$ cat config.mk
export PLATFORM = sky130hd
export DESIGN_NAME = xcvr_rst_seq
export DESIGN_NICKNAME = d
export VERILOG_FILES = /design/src/rtl/xrs_pkg.sv /design/src/rtl/xrs_filt.sv /design/src/rtl/xrs_seq.sv /design/src/rtl/xcvr_rst_seq.sv
export SDC_FILE = /design/constraint.sdc
export NUM_CORES = 1
export LEC_CHECK = 0
export BUFFER_PORTS_ARGS = -buffer_cell sky130_fd_sc_hd__buf_2
export CAP_MARGIN = 20
export CORE_MARGIN = 4
export CORE_UTILIZATION = 52
export DETAILED_ROUTE_END_ITERATION = 6
export GPL_TIMING_DRIVEN = 0
export PLACE_DENSITY = 0.8
export SLEW_MARGIN = 20
export SYNTH_ARGS = -nofsm -noshare
export SYNTH_HDL_FRONTEND = slang
export SYNTH_SLANG_ARGS = --single-unit
$ cat constraint.sdc
create_clock -name clk -period 1.67 [get_ports clk]
set_input_delay 0.0835 -clock clk [delete_from_list [all_inputs] [get_ports clk]]
set_output_delay 0.0835 -clock clk [all_outputs]
set_load 0.01 [all_outputs]
$ cat src/rtl/xrs_pkg.sv
package xrs_pkg;
  typedef enum logic [1:0] {
    SQ_ANA  = 2'd0,
    SQ_LOCK = 2'd1,
    SQ_DLY  = 2'd2,
    SQ_RUN  = 2'd3
  } sq_state_t;

  function automatic int imax(input int a, input int b);
    return (a > b) ? a : b;
  endfunction
endpackage

$ cat src/rtl/xrs_filt.sv
module xrs_filt #(
  parameter int STABLE_CYC = 4,
  parameter bit INIT       = 1'b0
) (
  input  logic clk,
  input  logic rst,
  input  logic d,
  output logic q
);
  localparam int CW = $clog2(STABLE_CYC + 1);

  logic [1:0]    sync;
  logic [CW-1:0] cnt;

  always_ff @(posedge clk) begin
    if (rst) begin
      sync <= {2{INIT}};
      q    <= INIT;
      cnt  <= '0;
    end else begin
      sync <= {sync[0], d};
      if (sync[1] != q) begin
        if (cnt == CW'(STABLE_CYC - 1)) begin
          q   <= sync[1];
          cnt <= '0;
        end else begin
          cnt <= cnt + 1'b1;
        end
      end else begin
        cnt <= '0;
      end
    end
  end

  AST_FILT_FOLLOW: assert property (@(posedge clk) disable iff (rst)
    !$stable(q) |-> ($past(sync[1]) == q));
endmodule

$ cat src/rtl/xrs_seq.sv
module xrs_seq
  import xrs_pkg::*;
#(
  parameter int ANA_HOLD = 8,
  parameter int REL_DLY  = 16
) (
  input  logic clk,
  input  logic rst,
  input  logic gate_i,
  input  logic lock_i,
  input  logic man_i,
  output logic ana_o,
  output logic dig_o,
  output logic rdy_o
);
  localparam int CMAX = imax(ANA_HOLD, REL_DLY);
  localparam int CW   = $clog2(CMAX + 1);

  sq_state_t     st, nxt;
  logic [CW-1:0] cnt, cnt_n;

  always_comb begin
    nxt   = st;
    cnt_n = '0;
    case (st)
      SQ_ANA: begin
        cnt_n = (cnt == CW'(ANA_HOLD - 1)) ? cnt : cnt + 1'b1;
        if (!gate_i && (cnt == CW'(ANA_HOLD - 1))) begin
          nxt   = SQ_LOCK;
          cnt_n = '0;
        end
      end
      SQ_LOCK: begin
        if (lock_i) nxt = SQ_DLY;
      end
      SQ_DLY: begin
        if (!lock_i) begin
          nxt = SQ_LOCK;
        end else if (cnt == CW'(REL_DLY - 1)) begin
          nxt = SQ_RUN;
        end else begin
          cnt_n = cnt + 1'b1;
        end
      end
      SQ_RUN: begin
        if (!lock_i && !man_i) nxt = SQ_LOCK;
      end
      default: nxt = SQ_ANA;
    endcase
  end

  always_ff @(posedge clk) begin
    if (rst) begin
      st    <= SQ_ANA;
      cnt   <= '0;
      ana_o <= 1'b1;
      dig_o <= 1'b1;
      rdy_o <= 1'b0;
    end else begin
      st    <= nxt;
      cnt   <= cnt_n;
      ana_o <= (nxt == SQ_ANA);
      dig_o <= (nxt != SQ_RUN);
      rdy_o <= (nxt == SQ_RUN) && !dig_o;
    end
  end

  AST_RST_STATE: assert property (@(posedge clk)
    $past(rst) |-> (ana_o && dig_o && !rdy_o));
  AST_ANA_FIRST: assert property (@(posedge clk) disable iff (rst)
    !dig_o |-> !ana_o);
  AST_RDY_NOT_DIG: assert property (@(posedge clk) disable iff (rst)
    rdy_o |-> !dig_o);
  AST_RDY_ONE_CYC: assert property (@(posedge clk) disable iff (rst)
    $fell(dig_o) |=> (rdy_o || dig_o));
  AST_GATE_HOLD: assert property (@(posedge clk) disable iff (rst)
    (st == SQ_ANA && gate_i) |=> ana_o);
  AST_MAN_HOLD: assert property (@(posedge clk) disable iff (rst)
    (!dig_o && man_i) |=> !dig_o);
  AST_AUTO_DROP: assert property (@(posedge clk) disable iff (rst)
    (!dig_o && !man_i && !lock_i) |=> (dig_o && !rdy_o));
endmodule

$ cat src/rtl/xcvr_rst_seq.sv
module xcvr_rst_seq #(
  parameter int NUM_CH      = 2,
  parameter bit SEPARATE_RX = 1'b1,
  parameter int STABLE_CYC  = 4,
  parameter int ANA_HOLD    = 8,
  parameter int REL_DLY     = 16,
  parameter bit SYNC_RESET  = 1'b1
) (
  input  logic              clk,
  input  logic              rst,
  input  logic              tx_pll_lock,
  input  logic              tx_manual,
  input  logic [NUM_CH-1:0] rx_cal_busy,
  input  logic [NUM_CH-1:0] rx_cdr_lock,
  input  logic [NUM_CH-1:0] rx_manual,
  output logic              tx_ana_rst,
  output logic              tx_dig_rst,
  output logic              tx_ready,
  output logic [NUM_CH-1:0] rx_ana_rst,
  output logic [NUM_CH-1:0] rx_dig_rst,
  output logic [NUM_CH-1:0] rx_ready
);
  logic rst_i;

  generate
    if (SYNC_RESET) begin : g_rsync
      logic [1:0] hold;
      always_ff @(posedge clk) begin
        if (rst) hold <= 2'b11;
        else     hold <= {hold[0], 1'b0};
      end
      assign rst_i = rst | hold[1];
    end else begin : g_rraw
      assign rst_i = rst;
    end
  endgenerate

  logic tx_lock_f, tx_man_f;
  logic [NUM_CH-1:0] busy_f, lock_f, man_f;

  xrs_filt #(.STABLE_CYC(STABLE_CYC), .INIT(1'b0)) u_f_txlock (
    .clk(clk), .rst(rst_i), .d(tx_pll_lock), .q(tx_lock_f));
  xrs_filt #(.STABLE_CYC(STABLE_CYC), .INIT(1'b0)) u_f_txman (
    .clk(clk), .rst(rst_i), .d(tx_manual), .q(tx_man_f));

  generate
    for (genvar c = 0; c < NUM_CH; c++) begin : g_rxf
      xrs_filt #(.STABLE_CYC(STABLE_CYC), .INIT(1'b1)) u_f_busy (
        .clk(clk), .rst(rst_i), .d(rx_cal_busy[c]), .q(busy_f[c]));
      xrs_filt #(.STABLE_CYC(STABLE_CYC), .INIT(1'b0)) u_f_lock (
        .clk(clk), .rst(rst_i), .d(rx_cdr_lock[c]), .q(lock_f[c]));
      xrs_filt #(.STABLE_CYC(STABLE_CYC), .INIT(1'b0)) u_f_man (
        .clk(clk), .rst(rst_i), .d(rx_manual[c]), .q(man_f[c]));
    end
  endgenerate

  logic tx_ana_q, tx_dig_q, tx_rdy_q;

  xrs_seq #(.ANA_HOLD(ANA_HOLD), .REL_DLY(REL_DLY)) u_tx (
    .clk(clk), .rst(rst_i), .gate_i(1'b0), .lock_i(tx_lock_f),
    .man_i(tx_man_f), .ana_o(tx_ana_q), .dig_o(tx_dig_q), .rdy_o(tx_rdy_q));

  logic [NUM_CH-1:0] rx_ana_q, rx_dig_q, rx_rdy_q;

  generate
    if (SEPARATE_RX) begin : g_sep
      for (genvar c = 0; c < NUM_CH; c++) begin : g_ch
        xrs_seq #(.ANA_HOLD(ANA_HOLD), .REL_DLY(REL_DLY)) u_rx (
          .clk(clk), .rst(rst_i), .gate_i(busy_f[c]), .lock_i(lock_f[c]),
          .man_i(man_f[c]), .ana_o(rx_ana_q[c]), .dig_o(rx_dig_q[c]),
          .rdy_o(rx_rdy_q[c]));
      end
    end else begin : g_shr
      logic s_ana, s_dig, s_rdy;
      xrs_seq #(.ANA_HOLD(ANA_HOLD), .REL_DLY(REL_DLY)) u_rx (
        .clk(clk), .rst(rst_i), .gate_i(|busy_f), .lock_i(&lock_f),
        .man_i(man_f[0]), .ana_o(s_ana), .dig_o(s_dig), .rdy_o(s_rdy));
      assign rx_ana_q = {NUM_CH{s_ana}};
      assign rx_dig_q = {NUM_CH{s_dig}};
      assign rx_rdy_q = {NUM_CH{s_rdy}};
    end
  endgenerate

  assign tx_ana_rst = rst | tx_ana_q;
  assign tx_dig_rst = rst | tx_dig_q;
  assign tx_ready   = ~rst & tx_rdy_q;
  assign rx_ana_rst = {NUM_CH{rst}} | rx_ana_q;
  assign rx_dig_rst = {NUM_CH{rst}} | rx_dig_q;
  assign rx_ready   = {NUM_CH{~rst}} & rx_rdy_q;
endmodule

==> results of run 1 <==
==> timing repair <==
item | in CTS | in global routing
hold endpoints to repair | 9 | 0
buffers inserted | 0 | 9
hold buffers | 9 | 0
setup endpoints to repair | 16 | 28
resized for setup | 12 | 26
pin swaps | 3 | 9
==> power groups by stage <==
stage / Sequential (mW) / Combinational [mW] / Clock (mW)
final: 1.92 / 0.0786 / 1.30
after global routing: 1.93 / 0.0875 / 1.41
after CTS: 1.93 / 0.0739 / 1.32
after detailed placement: 1.97 / 0.0564 / 0
after global placement: 1.97 / 0.0550 / 0
after floorplan: 1.97 / 0.0304 / 0
==> flip-flops by register name, summed over array words and instances, names as in the netlist, 4 cells and up <==
signal and count:
g_sep.g_ch.u_rx.st 4, g_rxf.u_f_lock.sync 4, g_rxf.u_f_man.sync 4, g_rxf.u_f_man.cnt 6, g_rxf.u_f_busy.sync 4, u_tx.cnt 5
g_rxf.u_f_lock.cnt 6, g_rxf.u_f_busy.cnt 6, g_sep.g_ch.u_rx.cnt 10
==> worst max-delay path: stages, from the launching register on <==
cell and delay, ps:
sky130_fd_sc_hd__dfxtp_4 370, sky130_fd_sc_hd__ha_4 170, sky130_fd_sc_hd__nand3_2 80, sky130_fd_sc_hd__inv_2 50, sky130_fd_sc_hd__ha_4 140, sky130_fd_sc_hd__nand3b_1 190
sky130_fd_sc_hd__o21a_1 180, sky130_fd_sc_hd__or3b_4 400, sky130_fd_sc_hd__a21oi_2 130
==> cell families after synthesis <==
logic type               share of synthesized area [%]
flip-flops                                        50.4
AO/OA/AOI/OAI                                     7.32
buffers and inverters                             4.57
multiplexers                                      2.20
AND/OR/NAND/NOR                                   22.6
adder cells (fa/ha/maj)                           9.84
XOR/XNOR                                          3.03
==> synth_stat cells, types with 7 or more instances <==
cell	count
sky130_fd_sc_hd__and2_1	13
sky130_fd_sc_hd__dfxtp_1	80
sky130_fd_sc_hd__ha_1	25
sky130_fd_sc_hd__inv_1	25
sky130_fd_sc_hd__mux2i_1	7
sky130_fd_sc_hd__nand2_1	7
sky130_fd_sc_hd__nand3_1	8
sky130_fd_sc_hd__nor2_1	44
sky130_fd_sc_hd__o21ai_0	7
sky130_fd_sc_hd__or2_2	7
sky130_fd_sc_hd__or3_1	11
sky130_fd_sc_hd__xnor2_1	9
==> per-stage QoR <==
step	TNS [ps]	power, mW	util [%]	std cells
floorplan	0	2.00	-	316
global placement	-653	2.02	56.8	409
detailed placement	-782	2.03	56.8	409
CTS	-33.4	3.32	62.2	434
global route	-366	3.42	64.5	443
finish	-121	3.30	64.5	443
==> area by class of cell <==
cell class,count,share of cell area [%]
buffer,9,1.44
sequential,80,42.3
tap,75,2.46
clock buffer,13,4.42
multi-input combinational,202,40.1
timing repair buffer,36,6.49
inverter,25,2.46
clock inverter,3,0.393
==> layer usage <==
| layer | vias up | track usage, % | routed length [um] | part of all wire [%] |
|---|---|---|---|---|
| met5 | - | 0 | 0 | 0 |
| met4 | 0 | 9.77 | 179 | 3.0 |
| met3 | 17 | 4.18 | 292 | 4.9 |
| met2 | 51 | 28.2 | 2940 | 50 |
| met1 | 1068 | 19.4 | 2500 | 42 |
| li1 | 1157 | - | - | - |
==> path summary, 6_finish.rpt <==
check                                                             from                                      to
worst max-delay path            g_sep.g_ch[1].u_rx.cnt[0]$_SDFFE_PP0P_  g_sep.g_ch[1].u_rx.cnt[1]$_SDFFE_PP0P_
worst min register to register    g_rxf[1].u_f_busy.sync[0]$_SDFF_PP1_    g_rxf[1].u_f_busy.sync[1]$_SDFF_PP1_
worst max register to register  g_sep.g_ch[1].u_rx.cnt[0]$_SDFFE_PP0P_  g_sep.g_ch[1].u_rx.cnt[1]$_SDFFE_PP0P_
worst min-delay path              g_rxf[1].u_f_busy.sync[0]$_SDFF_PP1_    g_rxf[1].u_f_busy.sync[1]$_SDFF_PP1_
==> run summary, run 1 <==
The floorplan die area came out at 7430 sq um. The initial detailed-routing violation count was 116. Clock tree synthesis inserted a total of 9 buffers. The core region is 5920 sq um. In this run the count of I/O pins placed on the die edge is 19.

The clock input transition at the sequential cells of the worst setup and hold paths is 80 ps, and the synthesis-to-finish area growth is 20.2%. The repair_antennas step left the layout with diodes totalling 0. Setup violations remaining at the end of the flow were counted as 2. Prior to clock tree synthesis, the placed netlist has a worst setup slack of -131 ps. The transition at the pin with the smallest max-transition slack was 593 ps. The clock root buffer is sky130_fd_sc_hd__clkbuf_8. The floorplan has 28 rows. In the layout the commonest cells are 75 x sky130_fd_sc_hd__dfxtp_1, 43 x sky130_fd_sc_hd__nor2_1, 23 x sky130_fd_sc_hd__inv_1, 20 x sky130_fd_sc_hd__buf_2, 19 x sky130_fd_sc_hd__ha_1. For the area of the mapped netlist, the log shows 3180 sq um.

The Yosys warning count is 0. The area used by sequential logic in the layout came out at 1620 sq um. After detailed routing, the number of remaining DRC violations is 0. The number of max-cap violations is 0. The residual antenna-violating net count after detailed routing is 0, and the proportion of register bits with asynchronous set or reset after synthesis is 0%.

In this run the worst hold path is classified as reg -> reg. Of the total power, the share spent switching nets is 20.8%. The tools report the final setup slack of the worst path as -113 ps.

The summed area of non-filler cells in the final layout is 3820 sq um. The library cell used most frequently in the layout, excluding fill and tap cells, is sky130_fd_sc_hd__dfxtp_1. For the reported leakage power, the log shows 1.46 nW. The H-tree generated during clock tree synthesis spans 3 levels.

The internal power of the cells totals 2.61 mW. The clock passes through at most 2 buffers. Counting the fill cells in the layout gives 470. The first global-routing pass estimated 9760 um of wire. Synthesized instance count: 316.

The category of the worst setup path capture point was a flop. After synthesis, the largest area contributor takes up 50.4% of total cell area. Entering global routing, the biggest net connects 13 pins. The number of pins with negative max-slew slack in the final report is 0, and the internal reg-to-reg setup slack is -110 ps. Along the worst path, the maximum fanout reaches 4. Summed over all instances, the cell type with the most area after synthesis is sky130_fd_sc_hd__dfxtp_1. Dividing the detail-routed via count by the number of cells gives 5.18. The part of the power in the clock network was 39.3%. After synthesis the netlist holds a flip-flop and latch count of 80.

The number of enable flip-flop cells after synthesis came out at 0. For this run the aggregate overflow at the end of global routing stands at 0. The kind of launch point of the worst setup path was a flop. For the sequential share of power, the log shows 58.3%. The hold path depth works out to 1.

The run gives 16.8% as the global-route usage over all layers. The worst slew slack as a fraction of its limit is 59.9%, and the horizontal extent of the die is 86.2 um. Sequential elements use 50.4% of the synthesized area. The number of hold-slack violations in the final timing report is 0, and the first-pass iteration count of the detailed router is 4. Summed over all nets, the half-perimeter wirelength after detailed placement is 3740 um. The number of different library cells in the post-synthesis netlist is 44. Setup repair after global routing could not meet its margin everywhere.

For this run, the post-layout net count is 398. Worst-skew pair later-pin latency: 340 ps. The setup path with the least slack is of type reg -> reg. STA puts the critical path data required time at 1940 ps. The switching component of the power is 688 uW, and the total via count in the routed design is 2293. The maximum clock skew at final layout is 6.43 ps, and the share of post-route cells with drive strength above 1 is 23.4%.

The final hold slack is 414 ps, and the average footprint of a synthesized cell is 10.1 sq um. Yosys attributes the largest share of cell area to sky130_fd_sc_hd__dfxtp_1 50%, sky130_fd_sc_hd__ha_1 9.8%, sky130_fd_sc_hd__nor2_1 5.2%. Power spread over the standard cell area amounts to 864 nW/um^2. The most frequently used flop master after synthesis is sky130_fd_sc_hd__dfxtp_1.

The tools report the multi-input combinational cell area as 1530 sq um. The tools report the placement-stage cell area as 3360 sq um. After detailed routing, the average wire length per cell comes to 13.3 um. The number of buffers inserted by port buffering is 18, and the y dimension of the die is 86.2 um. For the worst flop-to-flop path, the logic depth is 8. TritonCTS built the clock tree. Final clock period utilization by the worst path: 107%. The final layout contains routed wiring with a total length of 5910 um.

The number of global-route vias before repair is 2264, and the final weighted congestion in routability-driven placement is 0.840. The flow ran to the end, but the final reports show violations. Starting density of the core: 53.7%.

The run gives 0 as the initial antenna violation count. Timing would allow up to 561 MHz. IR analysis of the VDD net gives a maximum drop of 0.645 mV. The worst path in the final design needs a cycle of 1780 ps, including I/O delays and setup. The checks that failed: negative setup slack.

The share of total power dissipated in combinational logic is 2.4%. Worst endpoint data arrival time: 2060 ps. Counting every net in the synthesized netlist gives 351. The clock net in this run drives a total of 80 sinks.
(Power assumes the default switching activity.)
==> inputs of run 2 (changes only) <==
--- a/config.mk
+++ b/config.mk
@@ -6,4 +6,5 @@
 export NUM_CORES = 1
 export LEC_CHECK = 0
+export ABC_AREA = 1
 export BUFFER_PORTS_ARGS = -buffer_cell sky130_fd_sc_hd__buf_2
 export CAP_MARGIN = 20
@@ -12,5 +13,5 @@
 export DETAILED_ROUTE_END_ITERATION = 6
 export GPL_TIMING_DRIVEN = 0
-export PLACE_DENSITY = 0.8
+export PLACE_DENSITY = 0.79
 export SLEW_MARGIN = 20
 export SYNTH_ARGS = -nofsm -noshare
==> constraint.sdc (replaced) <==
create_clock -name clk -period 1.67 [get_ports clk]
set_input_delay 0.0835 -clock clk [delete_from_list [all_inputs] [get_ports clk]]
set_output_delay 0.0835 -clock clk [all_outputs]
set_load 0.1 [all_outputs]
==> run 2 against run 1 <==
The flow now finishes without violations. Fmax is 15% higher. Via count is 1.9% higher. Hold slack worse by 370 ps. Non-clock buffer count is 13 lower. Power is 13% higher. Clock power is 33% higher. Clock skew is 2.5 ps higher. Critical path type unchanged. Critical endpoint is now u_tx.cnt[4]$_SDFF_PP0_. Largest cell class unchanged. Largest power group unchanged. Highest routed layer unchanged.
==> run summary, run 2 <==
The share of the Yosys chip area taken by registers is 49.4%. The beginning of the critical path was u_tx.cnt[0]$_SDFF_PP0_. By area the synthesized netlist is led by sky130_fd_sc_hd__dfxtp_1 49%, sky130_fd_sc_hd__ha_1 9.6%, sky130_fd_sc_hd__nor2_1 8.0%.

The first global-routing pass estimated 9930 um of wire. After detailed routing, the number of vias per cell comes to 4.77. In this run the horizontal extent of the chip is 87.0 um. The biggest area contributor in the post-synthesis netlist is sky130_fd_sc_hd__dfxtp_1.

In this design, the stage delay of the slowest critical-path cell is 360 ps. The worst hold path belongs to the class in -> reg. The number of enable flip-flop cells after synthesis works out to 0.

Leaving out fill and tap cells, the most frequent cells in the layout are 77 x sky130_fd_sc_hd__dfxtp_1, 69 x sky130_fd_sc_hd__nor2_1, 57 x sky130_fd_sc_hd__inv_1, 25 x sky130_fd_sc_hd__ha_1, 23 x sky130_fd_sc_hd__nand2_1. For the starting density of the core, the log shows 54.1%. After clock tree synthesis, the setup repair step added 0 buffers. For the worst setup path, the data required time is 1950 ps. The core region is 5990 sq um. In this run the remaining antenna-violating nets after routing total 0. Clock-pin slew was measured on the worst setup and hold paths at 80 ps. The number of I/O pins is 19. The worst setup path is captured at a flop.

The worst path buffer plus inverter count is 1. The most common cell type on the critical path is sky130_fd_sc_hd__ha_1. The clock drives 80 sinks. The number of global-route vias before repair is 2368.

Setup repair after global routing left no endpoint under its margin. Worst flop-to-flop path startpoint: u_tx.cnt[0]$_SDFF_PP0_. The time the final worst path needs with I/O delays and setup was 1550 ps. The kind of cell with the highest combined delay along the critical path is adder cells.

Summing over every cut layer, the via total after detailed routing is 2336. After synthesis, the share of flip-flops with an asynchronous set or reset is 0%. Detailed placement ended at an HPWL of 3900 um.

For the worst slew slack as a fraction of its limit, the log shows 67.4%. Port buffering added 18 buffers. The run gives 0 as the residual overflow from global routing. The initial antenna violation count is 0, and the transition at the pin with the smallest max-transition slack is 492 ps. Of the cells placed in the final design, the portion with a size suffix greater than 1 is 20.5%. The most common library cell in the layout ignoring fill and taps is sky130_fd_sc_hd__dfxtp_1.

The average footprint of a synthesized cell works out to 8.72 sq um. The number of nets produced by synthesis was 407; the number of buffers on the longest clock path was 2. Dividing total power by cell area gives a power density of 988 nW/um^2.

The later pin in the worst-skew pair is clocked with a latency of 350 ps. The number of clock buffers added by TritonCTS is 9. The maximum clock rate is 647 MHz.

The clock root buffer is sky130_fd_sc_hd__clkbuf_8. By startpoint and endpoint, the worst setup path is classified as reg -> reg. The number of pins with negative max-slew slack in the final report came out at 0.

TritonCTS built the clock tree. The run gives 445 as the final-stage net count. The first detailed-routing pass took 4 iterations. Data on the critical path arrives at its endpoint at 1830 ps.

In the routed design, unresolved DRC markers number 0. The final layout contains routed wiring with a total length of 5410 um. Synthesis produced a netlist whose cell count is 372. The number of rows in the core area is 28. In this run, distinct cell masters in the synthesized netlist total 34.

Across the run, the number of max-cap violations was 0. The kind of launch point of the worst setup path is a flop. The number of hold-slack violations in the final timing report was 0.

The flow ran to the end, and the final reports show no timing, DRC or antenna violations. In the final timing run, aggregate negative setup slack is 0 ps. In this run the vertical extent of the chip is 87.0 um. Register with the most flip-flops: g_sep.g_ch.u_rx.cnt.

The final hold slack is 45.4 ps, and the largest net degree at the start of global routing is 15. Setup violations remaining at the end of the flow were counted as 0. The clock arrives with 8.95 ps of skew. After synthesis, the largest area contributor takes up 49.4% of total cell area.

On the critical path, the stage with the largest delay is an instance of sky130_fd_sc_hd__dfxtp_1. Of the available clock period, the critical path in the final layout requires 92.6%. Summed over all cells, the static leakage comes to 1.59 nW. The number of flip-flops under the largest register name was 10. Ranked by instance count, the synthesized netlist is headed by 80 x sky130_fd_sc_hd__dfxtp_1, 69 x sky130_fd_sc_hd__nor2_1, 57 x sky130_fd_sc_hd__inv_1. In the synthesized netlist the dominant register cell turns out to be sky130_fd_sc_hd__dfxtp_1. The run gives 112 as the initial detailed-routing violation count. Global routing used 16.9% of the available tracks. The synthesis-to-finish area growth was 16.6%; the largest vdd supply drop was 0.824 mV. The startpoint identified for the worst hold timing path is rst.

Routability-driven placement finished with a final weighted congestion of 0.849. In the post-synthesis netlist, the cell with the most instances is sky130_fd_sc_hd__dfxtp_1. The clock tree synthesis step divided the H-tree into 3 levels.

The floorplan step defined a die boundary enclosing 7560 sq um. The critical path goes through ha_1, nand2_2, nor2_1, inv_1, ha_1, or2_1, a21oi_1. The maximum fanout count along the critical path was 3.

The average wire per cell in the routed design is 11.0 um, and the Yosys warning count is 0. 0 antenna diodes ended up in the layout. After synthesis the netlist holds a flip-flop and latch count of 80. The mapped netlist covers 3240 sq um.
## run 2: cell count changes after synthesis, sizes merged, moves of 8 or more
| cell | change |
|---|---|
| a21oi | +10 |
| and2 | -12 |
| inv | +35 |
| nand2 | +27 |
| nand3 | +14 |
| nor2 | +34 |
| or3 | -13 |
| xnor2 | -9 |
| xor2 | +8 |
## run 2: report_power, final
part | total, mW | switching, mW | internal (mW)
sequential | 1.93 | 0.00720 | 1.92
clock | 1.73 | 0.690 | 1.04
combinational | 0.0811 | 0.0434 | 0.0378
## run 2: kinds of logic (layout without fill, tap and decap cells)
| group | count (synthesis) | after routing | share of synthesized area [%] |
|---|---|---|---|
| buffers and inverters | 66 | 109 | 8.10 |
| DFF | 80 | 80 | 49.4 |
| and+or+nand+nor | 158 | 158 | 24.3 |
| adders and majority gates | 25 | 25 | 9.65 |
| xor gates and xnor gates | 10 | 10 | 2.70 |
| AOI/OAI and AO/OA | 33 | 33 | 5.86 |
## run 2: metal layers
layer | vias up | wire length [um] | global-route usage, %
met5 | - | 0 | 0
met3 | 12 | 263 | 6.24
li1 | 1237 | - | -
met2 | 37 | 2640 | 29.6
met1 | 1050 | 2410 | 18.7
met4 | 0 | 97 | 5.95
## run 2: area by class of cell
type | count | area, sq um
multi-input cells | 226 | 1390
clock inverters | 6 | 115
inverters | 61 | 230
clock buffers | 10 | 138
fillers | 494 | 2210
repair buffers | 27 | 180
well taps | 75 | 93.8
flip-flops and latches | 80 | 1610
plain buffers | 5 | 32.5
## run 2: final timing paths
check	endpoint	slack, ps	cells past startpoint
max	u_tx.cnt[4]$_SDFF_PP0_	120	7
min	u_tx.ana_o$_SDFF_PP1_	50	3
max reg2reg	u_tx.cnt[4]$_SDFF_PP0_	120	7
min reg2reg	g_sep.g_ch[1].u_rx.rdy_o$_SDFF_PP0_	410	1
## run 2: what timing repair did
| action | CTS | global route |
|---|---|---|
| setup endpoints to repair | 0 | 7 |
| hold buffers | 9 | 0 |
| hold endpoints to repair | 9 | 0 |
| gates resized for setup | 0 | 6 |
## run 2: through the flow
step	util [%]	std cells	instance area [sq um]	total power, mW	setup WS, ps
global placement	57.2	465	3430	2.03	150
floorplan	-	372	3240	2.01	12.4
finish	63.1	490	3780	3.74	124
CTS	62.9	490	3770	3.79	50.4
detailed placement	57.2	465	3430	2.04	67.5
global route	63.1	490	3780	3.87	8.23
## run 2: tightest hold or removal path, delay by kind of cell
kind          cells  cell delay, ps
buf+inv           1             120
simple gates      2             170
